File: src/rtl/clock_pkg.sv
package clock_pkg;
  typedef logic [7:0] bcd2_t;

  function automatic bcd2_t next_mod60(bcd2_t v);
    if (v[7:4] > 4'd5 || v[3:0] > 4'd9) return 8'h00;
    if (v[3:0] != 4'd9) return {v[7:4], v[3:0] + 4'd1};
    if (v[7:4] == 4'd5) return 8'h00;
    return {v[7:4] + 4'd1, 4'd0};
  endfunction

  function automatic bcd2_t next_mod24(bcd2_t v);
    if (v[7:4] > 4'd2 || v[3:0] > 4'd9 || (v[7:4] == 4'd2 && v[3:0] >= 4'd3))
      return 8'h00;
    if (v[3:0] != 4'd9) return {v[7:4], v[3:0] + 4'd1};
    return {v[7:4] + 4'd1, 4'd0};
  endfunction
endpackage

File: src/rtl/rate_divider.sv
module rate_divider #(
  parameter int DIV = 8
) (
  input  logic clk_i,
  input  logic rst_ni,
  output logic tick_o
);
  localparam int W = (DIV > 1) ? $clog2(DIV) : 1;
  localparam logic [W-1:0] LAST = W'(DIV - 1);

  logic [W-1:0] cnt_q;

  always_ff @(posedge clk_i or negedge rst_ni) begin
    if (!rst_ni)            cnt_q <= '0;
    else if (cnt_q == LAST) cnt_q <= '0;
    else                    cnt_q <= cnt_q + W'(1);
  end

  assign tick_o = (cnt_q == LAST);

  generate
    if (DIV > 1) begin : g_chk
      AST_TICK_SINGLE: assert property (@(posedge clk_i) disable iff (!rst_ni)
        tick_o |=> !tick_o);
    end
  endgenerate
endmodule

File: src/rtl/tone_divider.sv
module tone_divider #(
  parameter int HALF = 4
) (
  input  logic clk_i,
  input  logic rst_ni,
  output logic tone_o
);
  localparam int W = (HALF > 1) ? $clog2(HALF) : 1;
  localparam logic [W-1:0] LAST = W'(HALF - 1);

  logic [W-1:0] cnt_q;
  logic         tone_q;

  always_ff @(posedge clk_i or negedge rst_ni) begin
    if (!rst_ni) begin
      cnt_q  <= '0;
      tone_q <= 1'b0;
    end else if (cnt_q == LAST) begin
      cnt_q  <= '0;
      tone_q <= ~tone_q;
    end else begin
      cnt_q  <= cnt_q + W'(1);
    end
  end

  assign tone_o = tone_q;

  generate
    if (HALF > 1) begin : g_chk
      // a toggle is never followed by another on the next edge
      AST_TONE_HOLD: assert property (@(posedge clk_i) disable iff (!rst_ni)
        (tone_q != $past(tone_q)) |=> $stable(tone_q));
    end
  endgenerate
endmodule

File: src/rtl/bcd_counter.sv
module bcd_counter
  import clock_pkg::*;
#(
  parameter bit MOD24  = 1'b0,
  parameter bit RETAIN = 1'b0
) (
  input  logic  clk_i,
  input  logic  rst_ni,
  input  logic  en_i,
  output bcd2_t q_o
);
  bcd2_t q, q_next;

  assign q_next = MOD24 ? next_mod24(q) : next_mod60(q);

  generate
    if (RETAIN) begin : g_keep
      // power-up value only; clock reset leaves it alone
      bcd2_t q_r = 8'h00;
      always_ff @(posedge clk_i) begin
        if (en_i) q_r <= q_next;
      end
      assign q = q_r;
    end else begin : g_rst
      bcd2_t q_r;
      always_ff @(posedge clk_i or negedge rst_ni) begin
        if (!rst_ni)   q_r <= 8'h00;
        else if (en_i) q_r <= q_next;
      end
      assign q = q_r;
    end
  endgenerate

  assign q_o = q;

  AST_UNITS_LEGAL: assert property (@(posedge clk_i) disable iff (!rst_ni)
    q[3:0] <= 4'd9);
  AST_TENS_STEP: assert property (@(posedge clk_i) disable iff (!rst_ni)
    (q[7:4] != $past(q[7:4])) |-> ($past(q[3:0]) == 4'd9 || q == 8'h00));
  AST_HOLD_NO_EN: assert property (@(posedge clk_i) disable iff (!rst_ni)
    !$past(en_i) |-> $stable(q));
endmodule

File: src/rtl/bcd_alarm_clock.sv
module bcd_alarm_clock
  import clock_pkg::*;
#(
  parameter int CLK_HZ     = 50_000_000,
  parameter int SLOW_HZ    = 1,
  parameter int FAST_HZ    = 5,
  parameter int TONE_HI_HZ = 1000,
  parameter int TONE_LO_HZ = 500
) (
  input  logic       clk_i,
  input  logic       rst_ni,
  input  logic       adj_min_i,
  input  logic       adj_hr_i,
  input  logic       show_alarm_i,
  input  logic       set_alarm_min_i,
  input  logic       set_alarm_hr_i,
  input  logic       alarm_en_i,
  input  logic       fast_rate_i,
  output logic [7:0] hr_o,
  output logic [7:0] min_o,
  output logic [7:0] sec_o,
  output logic       tone_o
);
  localparam int SLOW_DIV = CLK_HZ / SLOW_HZ;
  localparam int FAST_DIV = CLK_HZ / FAST_HZ;
  localparam int HI_HALF  = CLK_HZ / (2 * TONE_HI_HZ);
  localparam int LO_HALF  = CLK_HZ / (2 * TONE_LO_HZ);

  logic slow_tick, fast_tick, time_tick;
  logic tone_hi, tone_lo;
  bcd2_t sec_q, min_q, hr_q, al_min_q, al_hr_q;
  logic sec_wrap, min_en, hr_en;
  logic chime, alarm_hit, alarm_tone;

  rate_divider #(.DIV(SLOW_DIV)) u_slow (.clk_i, .rst_ni, .tick_o(slow_tick));
  rate_divider #(.DIV(FAST_DIV)) u_fast (.clk_i, .rst_ni, .tick_o(fast_tick));
  tone_divider #(.HALF(HI_HALF)) u_hi   (.clk_i, .rst_ni, .tone_o(tone_hi));
  tone_divider #(.HALF(LO_HALF)) u_lo   (.clk_i, .rst_ni, .tone_o(tone_lo));

  assign time_tick = fast_rate_i ? fast_tick : slow_tick;
  assign sec_wrap  = (sec_q == 8'h59);
  assign min_en    = time_tick & (adj_min_i | sec_wrap);
  assign hr_en     = time_tick & (adj_hr_i | (sec_wrap & (min_q == 8'h59)));

  bcd_counter #(.MOD24(1'b0), .RETAIN(1'b0)) u_sec (
    .clk_i, .rst_ni, .en_i(time_tick), .q_o(sec_q));
  bcd_counter #(.MOD24(1'b0), .RETAIN(1'b0)) u_min (
    .clk_i, .rst_ni, .en_i(min_en), .q_o(min_q));
  bcd_counter #(.MOD24(1'b1), .RETAIN(1'b0)) u_hr (
    .clk_i, .rst_ni, .en_i(hr_en), .q_o(hr_q));

  bcd_counter #(.MOD24(1'b0), .RETAIN(1'b1)) u_al_min (
    .clk_i, .rst_ni, .en_i(slow_tick & set_alarm_min_i), .q_o(al_min_q));
  bcd_counter #(.MOD24(1'b1), .RETAIN(1'b1)) u_al_hr (
    .clk_i, .rst_ni, .en_i(slow_tick & set_alarm_hr_i), .q_o(al_hr_q));

  always_comb begin
    chime = 1'b0;
    if (min_q == 8'h59) begin
      case (sec_q)
        8'h51, 8'h53, 8'h55, 8'h57: chime = tone_lo;
        8'h59:                      chime = tone_hi;
        default:                    chime = 1'b0;
      endcase
    end
  end

  assign alarm_hit  = (hr_q == al_hr_q) && (min_q == al_min_q);
  // BCD units parity equals second parity
  assign alarm_tone = alarm_en_i & alarm_hit & (sec_q[0] ? tone_lo : tone_hi);

  assign tone_o = chime | alarm_tone;
  assign hr_o   = show_alarm_i ? al_hr_q  : hr_q;
  assign min_o  = show_alarm_i ? al_min_q : min_q;
  assign sec_o  = sec_q;

  AST_HOUR_RANGE: assert property (@(posedge clk_i) disable iff (!rst_ni)
    (hr_q <= 8'h23) && (hr_q[3:0] <= 4'd9));
  AST_MIN_ADJ: assert property (@(posedge clk_i) disable iff (!rst_ni)
    (adj_min_i && time_tick) |=> (min_q != $past(min_q)));
  AST_HR_ADJ: assert property (@(posedge clk_i) disable iff (!rst_ni)
    (adj_hr_i && time_tick) |=> (hr_q != $past(hr_q)));
  AST_QUIET_HOUR: assert property (@(posedge clk_i) disable iff (!rst_ni)
    (min_q != 8'h59 && !alarm_hit) |-> !tone_o);
  AST_ALARM_MUTED: assert property (@(posedge clk_i) disable iff (!rst_ni)
    (!alarm_en_i && min_q != 8'h59) |-> !tone_o);
  AST_RESET_QUIET: assert property (@(posedge clk_i)
    !rst_ni |-> (!tone_o && sec_o == 8'h00));
endmodule

File: config.mk
export PLATFORM = sky130hd
export DESIGN_NAME = bcd_alarm_clock
export DESIGN_NICKNAME = d
export VERILOG_FILES = /design/src/rtl/clock_pkg.sv /design/src/rtl/rate_divider.sv /design/src/rtl/tone_divider.sv /design/src/rtl/bcd_counter.sv /design/src/rtl/bcd_alarm_clock.sv
export SDC_FILE = /design/constraint.sdc
export NUM_CORES = 1
export LEC_CHECK = 0
export ABC_AREA = 1
export BUFFER_PORTS_ARGS = -buffer_cell sky130_fd_sc_hd__buf_2
export CORE_UTILIZATION = 40
export DETAILED_ROUTE_END_ITERATION = 12
export SETUP_SLACK_MARGIN = 0.05
export SYNTH_ARGS = -nofsm -noshare
export SYNTH_HDL_FRONTEND = slang
export SYNTH_SLANG_ARGS = --single-unit
export TNS_END_PERCENT = 20
File: constraint.sdc
create_clock -name clk_i -period 3 [get_ports clk_i]
set_input_delay 0.45 -clock clk_i [delete_from_list [all_inputs] [get_ports clk_i]]
set_output_delay 0.45 -clock clk_i [all_outputs]
set_load 0.02 [all_outputs]
==> results.md, run 1 <==
- Result of the run: finished, violations left
- Failing checks: negative hold slack
- EDFF count, synth: 16
- Via count of the first global-routing pass: 5691
- Maximum net fanout on the critical path: 8
- Highest clock rate: 430 MHz
- Share of total power in the clock network: between 50 and 60%
- Total clock sinks: approximately 120
- Antenna Nets Post-Route: 0
- Final clock skew: slightly above 0.008 ns
- CTS clock-pin slew for the worst setup and hold paths: 0.06 ns
- Remaining global-route overflow: 0
- Psw: between 0.0007 and 0.0008 W
- Post-synthesis share of cell area spent on and, or, nand and nor gates: a little under a third
- Final hold slack: -0.00297 ns
- Share of total power consumed by net switching: 21.0%
- Hold buffer count at cts: 0
- Total routing usage reported by global routing: between 10% and 20%
- Complex-gate fraction of the synthesized area: under 10%
- Final clock period utilization by the worst path: between 70% and 80%
- Reg power frac: 44.3%
- Count of inserted antenna diode cells: 0
- Startpoint Class: flop
- First-pass GRT wire length: between 20 and 30 mm
- Detail-routed via count per cell: between 4 and 5
- Headroom to the max-slew limit: about 65%
- Number of buffers inserted during clock tree synthesis: 17
- Initial cell density of the core: 41.2%
- Number of distinct library cells after synthesis: 39
- Overall power of the completed layout: approximately 0.0038 W
- Horizontal die dimension: about 140 um
- Type of the most critical hold path: in -> async
- Required time of the critical path: 2.55 ns
- Critical path arrival: between 1.5 and 2 ns
- Drt wl/cell: roughly 13 um
- Core region area: ~17000 um^2
- Total negative slack: 0 ns
- P_leak: just under 4 nW
- Initial antenna violation count: 0
- Setup fix buffers added after clock tree synthesis: 0
- Xor and xnor fraction of the mapped netlist area: 5.51%
- Share of flip-flops with an asynchronous set or reset: 87.0%
- Category of the worst setup path capture point: output port
- Flops & latches, synth: roughly 120
- Setup repair after global routing missed its margin: false
- Count of endpoints failing hold in the final timing report: 6
- Post-synthesis to final-layout area growth: 14.5%
- Maximum level of the CTS H-tree: 4
- Die H: roughly 140 um
- Synthesized area divided by synthesized cell count: approximately 7.6 um^2
- Clock latency on the worst-skew pair: around 0.42 ns
- Number of DRC markers after the initial detailed-route iteration: ~430
- CTS tree: built
- Main combinational cell family by area after synthesis: simple AND/OR/NAND/NOR gates
- Number of primary I/O pins: 34
- Final weighted congestion of routability-driven global placement: ~0.84
- Sequential fraction of the synthesis area: between 40 and 50%
- Row count: 48
- Gate Count Post-Synth: between 900 and 1000
- HPWL after detailed placement: around 12 mm
- Total Routed Length: roughly 16 mm
- Fraction of layout instances using a drive strength above 1: a little over a tenth
- Internal: roughly 0.003 W
- Most used flip-flop cell after synthesis: sky130_fd_sc_hd__dfrtp_1
- Number of remaining DRC errors: 0
- Overall via count from detail_route: 6070
- Power share of the combinational group: between 1.5 and 2%
- Post-synthesis adder-cell area fraction: approximately 2.4%
- Worst VDD drop: 0.407 mV
- Post-Syn Area: between 7000 and 8000 um^2
- DR pass1 iterations: 5
- Die area: 18400 um^2
- Pin count of the biggest net entering global routing: 75
- Fin crit period: ~2.3 ns
- Resized Gates After CTS: 0
- Slew at the pin closest to its max-slew limit: approximately 0.53 ns
- Warning count from the yosys run: 0
- Crit Path Category: reg -> out
- Setup violators final: 0
- Number of buffers on the longest clock path: 2
- Count of buffers inserted at the top-level ports: 33
- Worst Reg-to-Reg Cells: 8
- Utilization of the core after routing: a little under half
- Root buffer selected by CTS: sky130_fd_sc_hd__clkbuf_16
- Max-slew violation count: 0
- Areal power density over the cells: about 460 nW/um^2
- Post-layout net count: ~1000
- Multiplexer area fraction after synthesis: 0%
- Max capacitance violation total: 0
-- power groups by stage --
stage	logic [W]	clock network (W)	registers [W]
4_1_cts	0.0000654	0.00211	0.00169
2_1_floorplan	0.0000174	0	0.00172
5_1_grt	0.0000728	0.00218	0.00169
3_3_place_gp	0.0000657	0	0.00172
3_5_place_dp	0.0000655	0	0.00172
6_report	0.0000625	0.00206	0.00169
-- cell type report --
cell class | instances | area [um^2]
Clock inverter | 11 | 115
Sequential cell | 123 | 3160
Tap cell | 225 | 282
Inverter | 151 | 567
Timing Repair Buffer | 34 | 188
Fill cell | 1715 | 9170
Multi-Input combinational cell | 668 | 3400
Clock buffer | 21 | 482
-- path summary, 6_finish.rpt --
| kind | startpoint | to | slack [ns] |
|---|---|---|---|
| setup reg to reg | u_slow.cnt_q[0] | u_al_hr.q_o[7] | 0.93 |
| min in group clk_i | u_slow.cnt_q[0] | u_slow.cnt_q[0] | 0.46 |
| max in group asynchronous | rst_ni | u_lo.cnt_q[3] | 2.25 |
| hold reg to reg | u_slow.cnt_q[0] | u_slow.cnt_q[0] | 0.46 |
| setup / recovery | u_sec.q_o[0] | tone_o | 0.68 |
| hold / removal | rst_ni | u_slow.cnt_q[15] | -0.003 |
-- through the flow --
stage          area [um^2]  worst slack [ns]  std cells
2_1_floorplan         7160              1.22        948
3_3_place_gp          7590              1.08       1201
3_5_place_dp          7590             0.955       1201
4_1_cts               8190             0.641       1233
5_1_grt               8190             0.565       1233
6_report              8190             0.676       1233
-- placed cells by master, fill, tap and decap left out, drive strengths merged, types with 2 or more instances in the layout --
| cell | count |
|---|---|
| edfxtp | 16 |
| buf | 34 |
| nand2 | 206 |
| nor3 | 40 |
| o21ai | 59 |
| clkbuf | 21 |
| nand4 | 29 |
| clkinv | 5 |
| a21oi | 25 |
| conb | 2 |
| o21bai | 2 |
| bufinv | 2 |
| nand3 | 64 |
| ha | 14 |
| xnor2 | 14 |
| clkinvlp | 2 |
| o22ai | 12 |
| nor2 | 144 |
| a31oi | 3 |
| dfrtp | 107 |
| and3 | 2 |
| inv | 153 |
| nor4 | 7 |
| or2 | 6 |
| nand3b | 2 |
| xor2 | 31 |
-- synth_stat cells, types with 4 or more instances --
library cell	instances	area, um^2
sky130_fd_sc_hd__ha_1	14	175
sky130_fd_sc_hd__nand2_2	4	25.0
sky130_fd_sc_hd__dfrtp_1	107	2680
sky130_fd_sc_hd__o21ai_1	4	20.0
sky130_fd_sc_hd__inv_2	6	22.5
sky130_fd_sc_hd__xnor2_1	14	123
sky130_fd_sc_hd__o22ai_1	12	75.1
sky130_fd_sc_hd__edfxtp_1	16	480
sky130_fd_sc_hd__o21ai_2	7	61.3
sky130_fd_sc_hd__nand2_1	200	751
sky130_fd_sc_hd__xor2_1	31	272
sky130_fd_sc_hd__inv_1	145	544
sky130_fd_sc_hd__nand4_1	29	181
sky130_fd_sc_hd__nor3_2	4	40.0
sky130_fd_sc_hd__nor3_1	36	180
sky130_fd_sc_hd__nand3_2	5	50.1
sky130_fd_sc_hd__or2_2	6	37.5
sky130_fd_sc_hd__nor2_2	8	50.1
sky130_fd_sc_hd__nor2_1	135	507
sky130_fd_sc_hd__a21oi_1	25	125
sky130_fd_sc_hd__nand3_1	59	295
sky130_fd_sc_hd__clkbuf_1	4	15.0
sky130_fd_sc_hd__nor4_1	7	43.8
sky130_fd_sc_hd__o21ai_0	48	240
-- critical path: stages (launching register included) --
cell                       delay [ns]
sky130_fd_sc_hd__dfrtp_1         0.55
sky130_fd_sc_hd__nand2_1         0.11
sky130_fd_sc_hd__nor3_2          0.26
sky130_fd_sc_hd__a32o_1          0.17
sky130_fd_sc_hd__nand3b_1        0.11
sky130_fd_sc_hd__nand2_1         0.09
sky130_fd_sc_hd__buf_2           0.16
-- routing by layer --
layer	track usage (%)	vias up	routed length, um
met5	0	-	0
met4	7.30	0	284
met3	4.34	22	623
met2	29.3	104	7340
met1	25.5	2794	7970
li1	-	3150	-
-- flip-flops by register name, indices dropped and copies added (netlist names), 8 cells and up --
signal	flops
u_hr.q_o	8
u_fast.cnt_q	24
u_al_min.q_o	8
u_al_hr.q_o	8
u_sec.q_o	8
u_lo.cnt_q	16
u_slow.cnt_q	26
u_min.q_o	8
u_hi.cnt_q	15
-- cell families after synthesis --
logic type      Yosys count
simple gates            502
flops                   123
fa+ha+maj                14
compound gates          105
other cells               1
buf+inv                 157
xor+xnor                 45
Note: power is estimated with default switching activity, not from simulation.
==> run 2, diff against run 1 <==
- clock period: 3 -> 2 ns (I/O delays scaled with it)
==> run 2 against run 1 <==
The run now ends clean. Routed wire length rose by 2.8%. Worst hold slack better by 0.34 ns. Combinational power grew 57%. Clock skew grew 0.0079 ns. Critical endpoint unchanged. Largest power group unchanged.
==> results.md, run 2 (same netlist as run 1, synthesis figures left out) <==
- Result of the run: complete, no violations
- Internal: 0.00451 W (+50%)
- Core region area: 17400 um^2 (unchanged)
- First-pass GRT wire length: 28.0 mm (+2.3%)
- Post-synthesis to final-layout area growth: 19.9%
- Cell at the slowest stage of the critical path: sky130_fd_sc_hd__edfxtp_1
- DR pass1 iterations: 5 (unchanged)
- Areal power density over the cells: 660 nW/um^2 (+42%)
- Number of buffers on the longest clock path: 2 (unchanged)
- Area of the multi-input gates: 3480 um^2 (+2.3%)
- Required time of the critical path: 1.70 ns (-0.85 ns)
- Antenna Nets Post-Route: 0 (unchanged)
- Horizontal die dimension: 136 um (unchanged)
- Total negative slack: 0 ns (unchanged)
- Initial antenna violation count: 0 (unchanged)
- Hold Crit Start: set_alarm_hr_i
- Final weighted congestion of routability-driven global placement: 0.847 (+0.76%)
- Most used routing layer: met2
- Critical path arrival: 1.68 ns (-0.19 ns)
- Global routing met2 resource utilization: 30.5% (+1.2 points)
- Worst-path cell chain: buf_6 > xor2_2 > nor4_2 > nand3_1 > nand2_2 > buf_6
- Overall via count from detail_route: 6168 (+1.6%)
- Maximum net fanout on the critical path: 3 (-5)
- Crit-path max cell delay: 0.42 ns (-0.13 ns)
- Commonest non-fill, non-tap cells in the layout: sky130_fd_sc_hd__nand2_1 (199), sky130_fd_sc_hd__nor2_1 (133), sky130_fd_sc_hd__inv_1 (132)
- Detail-routed via count per cell: 4.85 (-1.4%)
- Reg power frac: 44.7% (+0.4 points)
- Setup violators final: 0 (unchanged)
- Number of DRC markers after the initial detailed-route iteration: 457 (+7.3%)
- Total clock sinks: 123 (unchanged)
- Launching element of the worst setup path: u_al_hr.q_o[4]
- Worst Reg-to-Reg Cells: 10 (+2)
- Final Instance Area: 8580 um^2 (+4.7%)
- Library cell appearing most often on the critical path: sky130_fd_sc_hd__buf_6
- Total Routed Length: 16.7 mm (+2.8%)
- Type of the most critical hold path: in -> reg
- Startpoint Class: flop
- Setup repair after global routing missed its margin: true
- Crit Path Category: reg -> out
- Share of total power consumed by net switching: 20.4% (-0.61 points)
- Row count: 48 (unchanged)
- Via count of the first global-routing pass: 5807 (+2.0%)
- Number of buffers inserted during clock tree synthesis: 17 (unchanged)
- CTS clock-pin slew for the worst setup and hold paths: 0.06 ns (about the same)
- Drt wl/cell: 13.1 um (-0.27%)
- Worst-case register-to-register setup slack: 0.14 ns (-0.79 ns)
- Root buffer selected by CTS: sky130_fd_sc_hd__clkbuf_16
- Fin crit period: ~2 ns
- Category of the worst setup path capture point: output port
- Post-layout net count: 1057 (+3.8%)
- Number of remaining DRC errors: 0 (unchanged)
- Highest clock rate: between 500 and 600 MHz
- Beginning of the worst register-to-register path: u_al_hr.q_o[1]
- Most common cell after layout, fill and taps aside: sky130_fd_sc_hd__nand2_1
- Largest registers: u_slow.cnt_q (26), u_fast.cnt_q (24), u_lo.cnt_q (16)
- Clock latency on the worst-skew pair: 0.42 ns (about the same)
- Final clock skew: 0.0161 ns (+0.00789 ns)
- Fraction of layout instances using a drive strength above 1: 16.7% (+6.0 points)
- Psw: 0.00115 W (+44%)
- P_leak: 4.11 nW (+4.9%)
- Met1 Resource Use GR: 26.0% (+0.48 points)
- Max-slew violation count: 0 (unchanged)
- HPWL after detailed placement: 12.1 mm (+1.0%)
- CTS tree: built
- Total routing usage reported by global routing: 19.3% (+0.43 points)
- Number of fill cells in the layout: 1693 (-1.3%)
- Register with the highest flop count: u_slow.cnt_q
- GR Util met3: 3.67% (-0.67 points)
- Worst R2R End: u_al_hr.q_o[2]
- Max capacitance violation total: 0 (unchanged)
- Worst VDD drop: 0.627 mV (+54%)
- Die area: 18400 um^2 (unchanged)
- Placed cell area: 7690 um^2 (+1.3%)
- Pin count of the biggest net entering global routing: 52 (-31%)
- Maximum level of the CTS H-tree: 4 (unchanged)
- Count of endpoints failing hold in the final timing report: 0 (-6)
- Remaining global-route overflow: 0 (unchanged)
- Initial cell density of the core: 41.2% (unchanged)
- Power share of the combinational group: 1.7% (about the same)
- Number of primary I/O pins: 34 (unchanged)
- Capture point of the worst path: tone_o
- Die H: 136 um (unchanged)
- Share of total power in the clock network: 53.5% (-0.6 points)
- Register area: 3160 um^2 (+0.20%)
- Count of buffers inserted at the top-level ports: 33 (unchanged)
- Count of inserted antenna diode cells: 0 (unchanged)
- Flip-flop count of the largest register, all copies and words added: 26 (unchanged)
- Final clock period utilization by the worst path: around 100%
run 2: cell count changes in the layout (fill, tap and decap cells not counted), sizes merged:
cell         change
buf             +37
clkbuf           +3
clkinv           -2
clkinvlp         -1
dlygate4sd3      +1
inv              -1
nand2            +1
run 2: layout make-up:
type / count / area share, %
timing repair buffer: 72 / 5.89
sequential: 123 / 36.9
multi-input combinational: 669 / 40.5
clock buffer: 24 / 5.73
clock inverter: 7 / 1.04
tap: 225 / 3.28
inverter: 151 / 6.64
run 2: through the flow:
step           setup WS (ns)  total power (W)  util [%]  hold WS [ns]  instances
2_1_floorplan          0.217          0.00260         -       0.00441        948
3_3_place_gp           0.127          0.00268      44.3         0.297       1214
3_5_place_dp          0.0297          0.00268      44.3         0.303       1214
4_1_cts              0.00824          0.00573      48.7         0.312       1263
5_1_grt              -0.0805          0.00586      49.4         0.346       1271
6_report              0.0192          0.00566      49.4         0.340       1271
run 2: what timing repair did:
action / CTS / global route
buffers inserted: 17 / 7
resized for setup: 15 / 26
pin swaps: 5 / 4
hold endpoints to repair: 31 / 0
hold buffers: 1 / 0
gates cloned: 0 / 1
setup endpoints to repair: 5 / 43
run 2: worst min-delay path by stage:
stage                     cells past startpoint  slack, ns          endpoint
after floorplan                               0      0.004   u_fast.cnt_q[0]
after global placement                        1       0.30  u_slow.cnt_q[16]
after detailed placement                      1       0.30  u_slow.cnt_q[16]
after CTS                                     3       0.31    u_al_hr.q_o[0]
after global routing                          3       0.35    u_al_hr.q_o[7]
final                                         3       0.34    u_al_hr.q_o[7]
run 2: power groups by stage:
stage	logic (W)	registers, W	clock network, W
2_1_floorplan	0.0000261	0.00258	0
3_3_place_gp	0.000100	0.00258	0
3_5_place_dp	0.000101	0.00258	0
4_1_cts	0.000102	0.00253	0.00310
5_1_grt	0.000113	0.00253	0.00322
6_report	0.0000980	0.00253	0.00303
run 2: critical path: cells and delay by family, from the launching register on:
family	cells	cell delay, ns
XOR/XNOR	1	0.14
buffers and inverters	2	0.26
flip-flops	1	0.42
AND/OR/NAND/NOR	3	0.44
run 2: routing by layer:
layer	up-vias	wire length, um
met5	-	0
met4	0	312
met3	24	664
met2	106	7660
met1	2811	8040
li1	3227	-
==> run 3, diff against run 2 <==
- BUFFER_PORTS_ARGS: -buffer_cell sky130_fd_sc_hd__buf_2 -> -buffer_cell sky130_fd_sc_hd__clkbuf_2
==> run 3 against run 2 <==
The flow now finishes with violations (negative setup slack). Fmax decreased by 1.1%. First-iteration DRC count decreased by 12%. Largest cell class unchanged. Combinational power increased by 0.7%. Critical path type unchanged.
==> results.md, run 3 (same netlist as run 1, synthesis figures left out) <==
- Result of the run: finished, violations left
- Failing checks: negative setup slack
- Final weighted congestion of routability-driven global placement: 0.871 (+2.8%)
- Type of the most critical hold path: in -> async
- Initial antenna violation count: 0 (unchanged)
- Count of inserted antenna diode cells: 0 (unchanged)
- Share of total power in the clock network: 56.1% (+2.6 points)
- Worst-path cell chain: buf_4 > o22ai_1 > nor2_1 > nand2_1 > nor2_2 > nand3_1 > nand2_1 > clkbuf_8
- Pin count of the biggest net entering global routing: 57 (+9.6%)
- Horizontal die dimension: 136 um (unchanged)
- CTS clock-pin slew for the worst setup and hold paths: 0.06 ns (about the same)
- Number of cells in the finished layout apart from fillers: 1271 (unchanged)
- HPWL after detailed placement: 12.0 mm (-0.65%)
- Final clock skew: 0.0111 ns (-0.00506 ns)
- Post-synthesis to final-layout area growth: 20.4%
- Areal power density over the cells: 695 nW/um^2 (+5.4%)
- Commonest non-fill, non-tap cells in the layout: sky130_fd_sc_hd__nand2_1 (200), sky130_fd_sc_hd__inv_1 (133), sky130_fd_sc_hd__nor2_1 (131)
- Fraction of layout instances using a drive strength above 1: 16.3% (-0.38 points)
- Setup violators final: 1 (+1)
- Worst-case register-to-register setup slack: 0.15 ns (about the same)
- Max-slew violation count: 0 (unchanged)
- Antenna Nets Post-Route: 0 (unchanged)
- Initial cell density of the core: 41.2% (unchanged)
- Post-layout net count: 1056 (-0.095%)
- Number of buffers on the longest clock path: 2 (unchanged)
- Final clock period utilization by the worst path: 100% (+1.1 points)
- Root buffer selected by CTS: sky130_fd_sc_hd__clkbuf_16
- Required time of the critical path: 1.70 ns (about the same)
- Internal: 0.00475 W (+5.5%)
- Beginning of the worst register-to-register path: u_al_hr.q_o[1]
- Utilization of the core after routing: 49.6% (+0.19 points)
- Total negative slack: -0.00337 ns (-0.00337 ns)
- Power share of the combinational group: 1.6% (about the same)
- Number of buffers inserted during clock tree synthesis: 17 (unchanged)
- Core region area: 17400 um^2 (unchanged)
- Capture point of the worst path: tone_o
- Max capacitance violation total: 0 (unchanged)
- Library cell appearing most often on the critical path: sky130_fd_sc_hd__nand2_1
- Number of DRC markers after the initial detailed-route iteration: 404 (-12%)
- Number of placed instances, taps included: 1214 (unchanged)
- Total Routed Length: 16.5 mm (-0.87%)
- Worst R2R End: u_al_hr.q_o[2]
- Via count of the first global-routing pass: 5918 (+1.9%)
- Fin crit period: 2.00 ns (+0.0226 ns)
- Number of primary I/O pins: 34 (unchanged)
- Die H: 136 um (unchanged)
- Highest clock rate: 499 MHz (-1.1%)
- Total clock sinks: 123 (unchanged)
- Overall power of the completed layout: 0.00599 W (+5.8%)
- Maximum net fanout on the critical path: 4 (+1)
- Share of total power consumed by net switching: 20.6% (+0.24 points)
- Number of remaining DRC errors: 0 (unchanged)
- Final hold slack: 0.317 ns (-0.0226 ns)
- Die area: 18400 um^2 (unchanged)
- Detail-routed via count per cell: 4.94 (+1.8%)
- Psw: 0.00123 W (+7.0%)
- Clock latency on the worst-skew pair: 0.41 ns (about the same)
- Cell at the slowest stage of the critical path: sky130_fd_sc_hd__edfxtp_1
- Remaining global-route overflow: 0 (unchanged)
- Most common cell after layout, fill and taps aside: sky130_fd_sc_hd__nand2_1
- Total routing usage reported by global routing: 19.3% (-0.044 points)
- Launching element of the worst setup path: u_al_min.q_o[0]
- Drt wl/cell: 13.0 um (-0.87%)
- Crit-path max cell delay: 0.47 ns (+0.05 ns)
- Register with the highest flop count: u_slow.cnt_q
- Largest registers: u_slow.cnt_q (26), u_fast.cnt_q (24), u_lo.cnt_q (16)
- Maximum level of the CTS H-tree: 4 (unchanged)
- CTS tree: built
- Critical path arrival: 1.70 ns (+0.02 ns)
- Flip-flop count of the largest register, all copies and words added: 26 (unchanged)
- Count of buffers inserted at the top-level ports: 33 (unchanged)
- Reg power frac: 42.3% (-2.4 points)
- Count of endpoints failing hold in the final timing report: 0 (unchanged)
- Worst VDD drop: 0.654 mV (+4.2%)
- Headroom to the max-slew limit: about 65%
- Startpoint Class: flop
- Crit Path Category: reg -> out
- DR pass1 iterations: 5 (unchanged)
- Slew at the pin closest to its max-slew limit: between 0.5 and 0.6 ns
- P_leak: 4.11 nW (+0.12%)
- Row count: 48 (unchanged)
- Setup repair after global routing missed its margin: true
- First-pass GRT wire length: 27.9 mm (about the same)
- Category of the worst setup path capture point: output port
- Overall via count from detail_route: 6277 (+1.8%)
- Worst Reg-to-Reg Cells: 10 (unchanged)
- Worst path setup slack after routing: -0.00337 ns (-0.0226 ns)
## run 3: cell types whose count changed in the layout (fill, tap and decap cells not counted), moves of 2 or more
cell / before / now
sky130_fd_sc_hd__buf_2: 31 / 0
sky130_fd_sc_hd__buf_6: 4 / 2
sky130_fd_sc_hd__bufinv_16: 2 / 4
sky130_fd_sc_hd__clkbuf_1: 3 / 0
sky130_fd_sc_hd__clkbuf_2: 0 / 31
sky130_fd_sc_hd__clkbuf_8: 4 / 2
sky130_fd_sc_hd__clkinv_4: 0 / 4
sky130_fd_sc_hd__inv_4: 2 / 0
sky130_fd_sc_hd__nand2_2: 5 / 3
sky130_fd_sc_hd__nand3_1: 57 / 59
sky130_fd_sc_hd__nand3_2: 7 / 5
sky130_fd_sc_hd__nor2_1: 133 / 131
sky130_fd_sc_hd__nor2_2: 10 / 12
## run 3: layout make-up
cell class	instances	area (um^2)
clock buffer	19	464
clock inverter	13	189
fill	1667	8740
inverter	151	567
multi-input combinational	668	3440
sequential	123	3160
tap	225	282
timing repair buffer	72	504
## run 3: what timing repair did
item	4_1_cts	5_1_grt
hold buffers	1	0
pin swaps	5	1
setup endpoints to repair	5	24
resized for setup	15	17
hold endpoints to repair	18	0
buffers inserted	19	5
cloned	0	0
## run 3: critical path: cells and delay by family, from the launching register on
kind | cells | cell delay [ns]
AOI/OAI and AO/OA | 1 | 0.16
buffers and inverters | 2 | 0.34
DFF | 1 | 0.47
and+or+nand+nor | 5 | 0.33
## run 3: worst min path at each step
stage / startpoint / endpoint / slack, ns / cells past startpoint
2_1_floorplan: rst_ni / u_fast.cnt_q[0] / 0.004 / 0
3_3_place_gp: rst_ni / u_slow.cnt_q[12] / 0.21 / 1
3_5_place_dp: rst_ni / u_slow.cnt_q[10] / 0.21 / 1
4_1_cts: rst_ni / u_slow.cnt_q[3] / 0.31 / 2
5_1_grt: set_alarm_hr_i / u_al_hr.q_o[5] / 0.32 / 3
6_report: rst_ni / u_slow.cnt_q[8] / 0.32 / 2
## run 3: stage by stage
step / worst slack, ns / area (um^2)
6_report: -0.00337 / 8610
5_1_grt: -0.119 / 8610
4_1_cts: 0.000935 / 8530
3_5_place_dp: 0.0371 / 7700
3_3_place_gp: 0.140 / 7700
2_1_floorplan: 0.217 / 7160
## run 3: power groups by stage
| stage | Clock, W | Combinational [W] | Sequential (W) |
|---|---|---|---|
| finish | 0.00336 | 0.0000987 | 0.00253 |
| global route | 0.00355 | 0.000114 | 0.00253 |
| CTS | 0.00342 | 0.000103 | 0.00253 |
| detailed placement | 0 | 0.000100 | 0.00258 |
| floorplan | 0 | 0.0000261 | 0.00258 |
| global placement | 0 | 0.000102 | 0.00258 |
## run 3: per-layer routing
layer / vias to the layer above / share of wire (%) / GRT usage [%]
li1: 3229 / - / -
met1: 2908 / 49 / 25.6
met2: 125 / 46 / 30.9
met3: 15 / 3.8 / 4.56
met4: 0 / 1.3 / 6.37
met5: - / 0 / 0
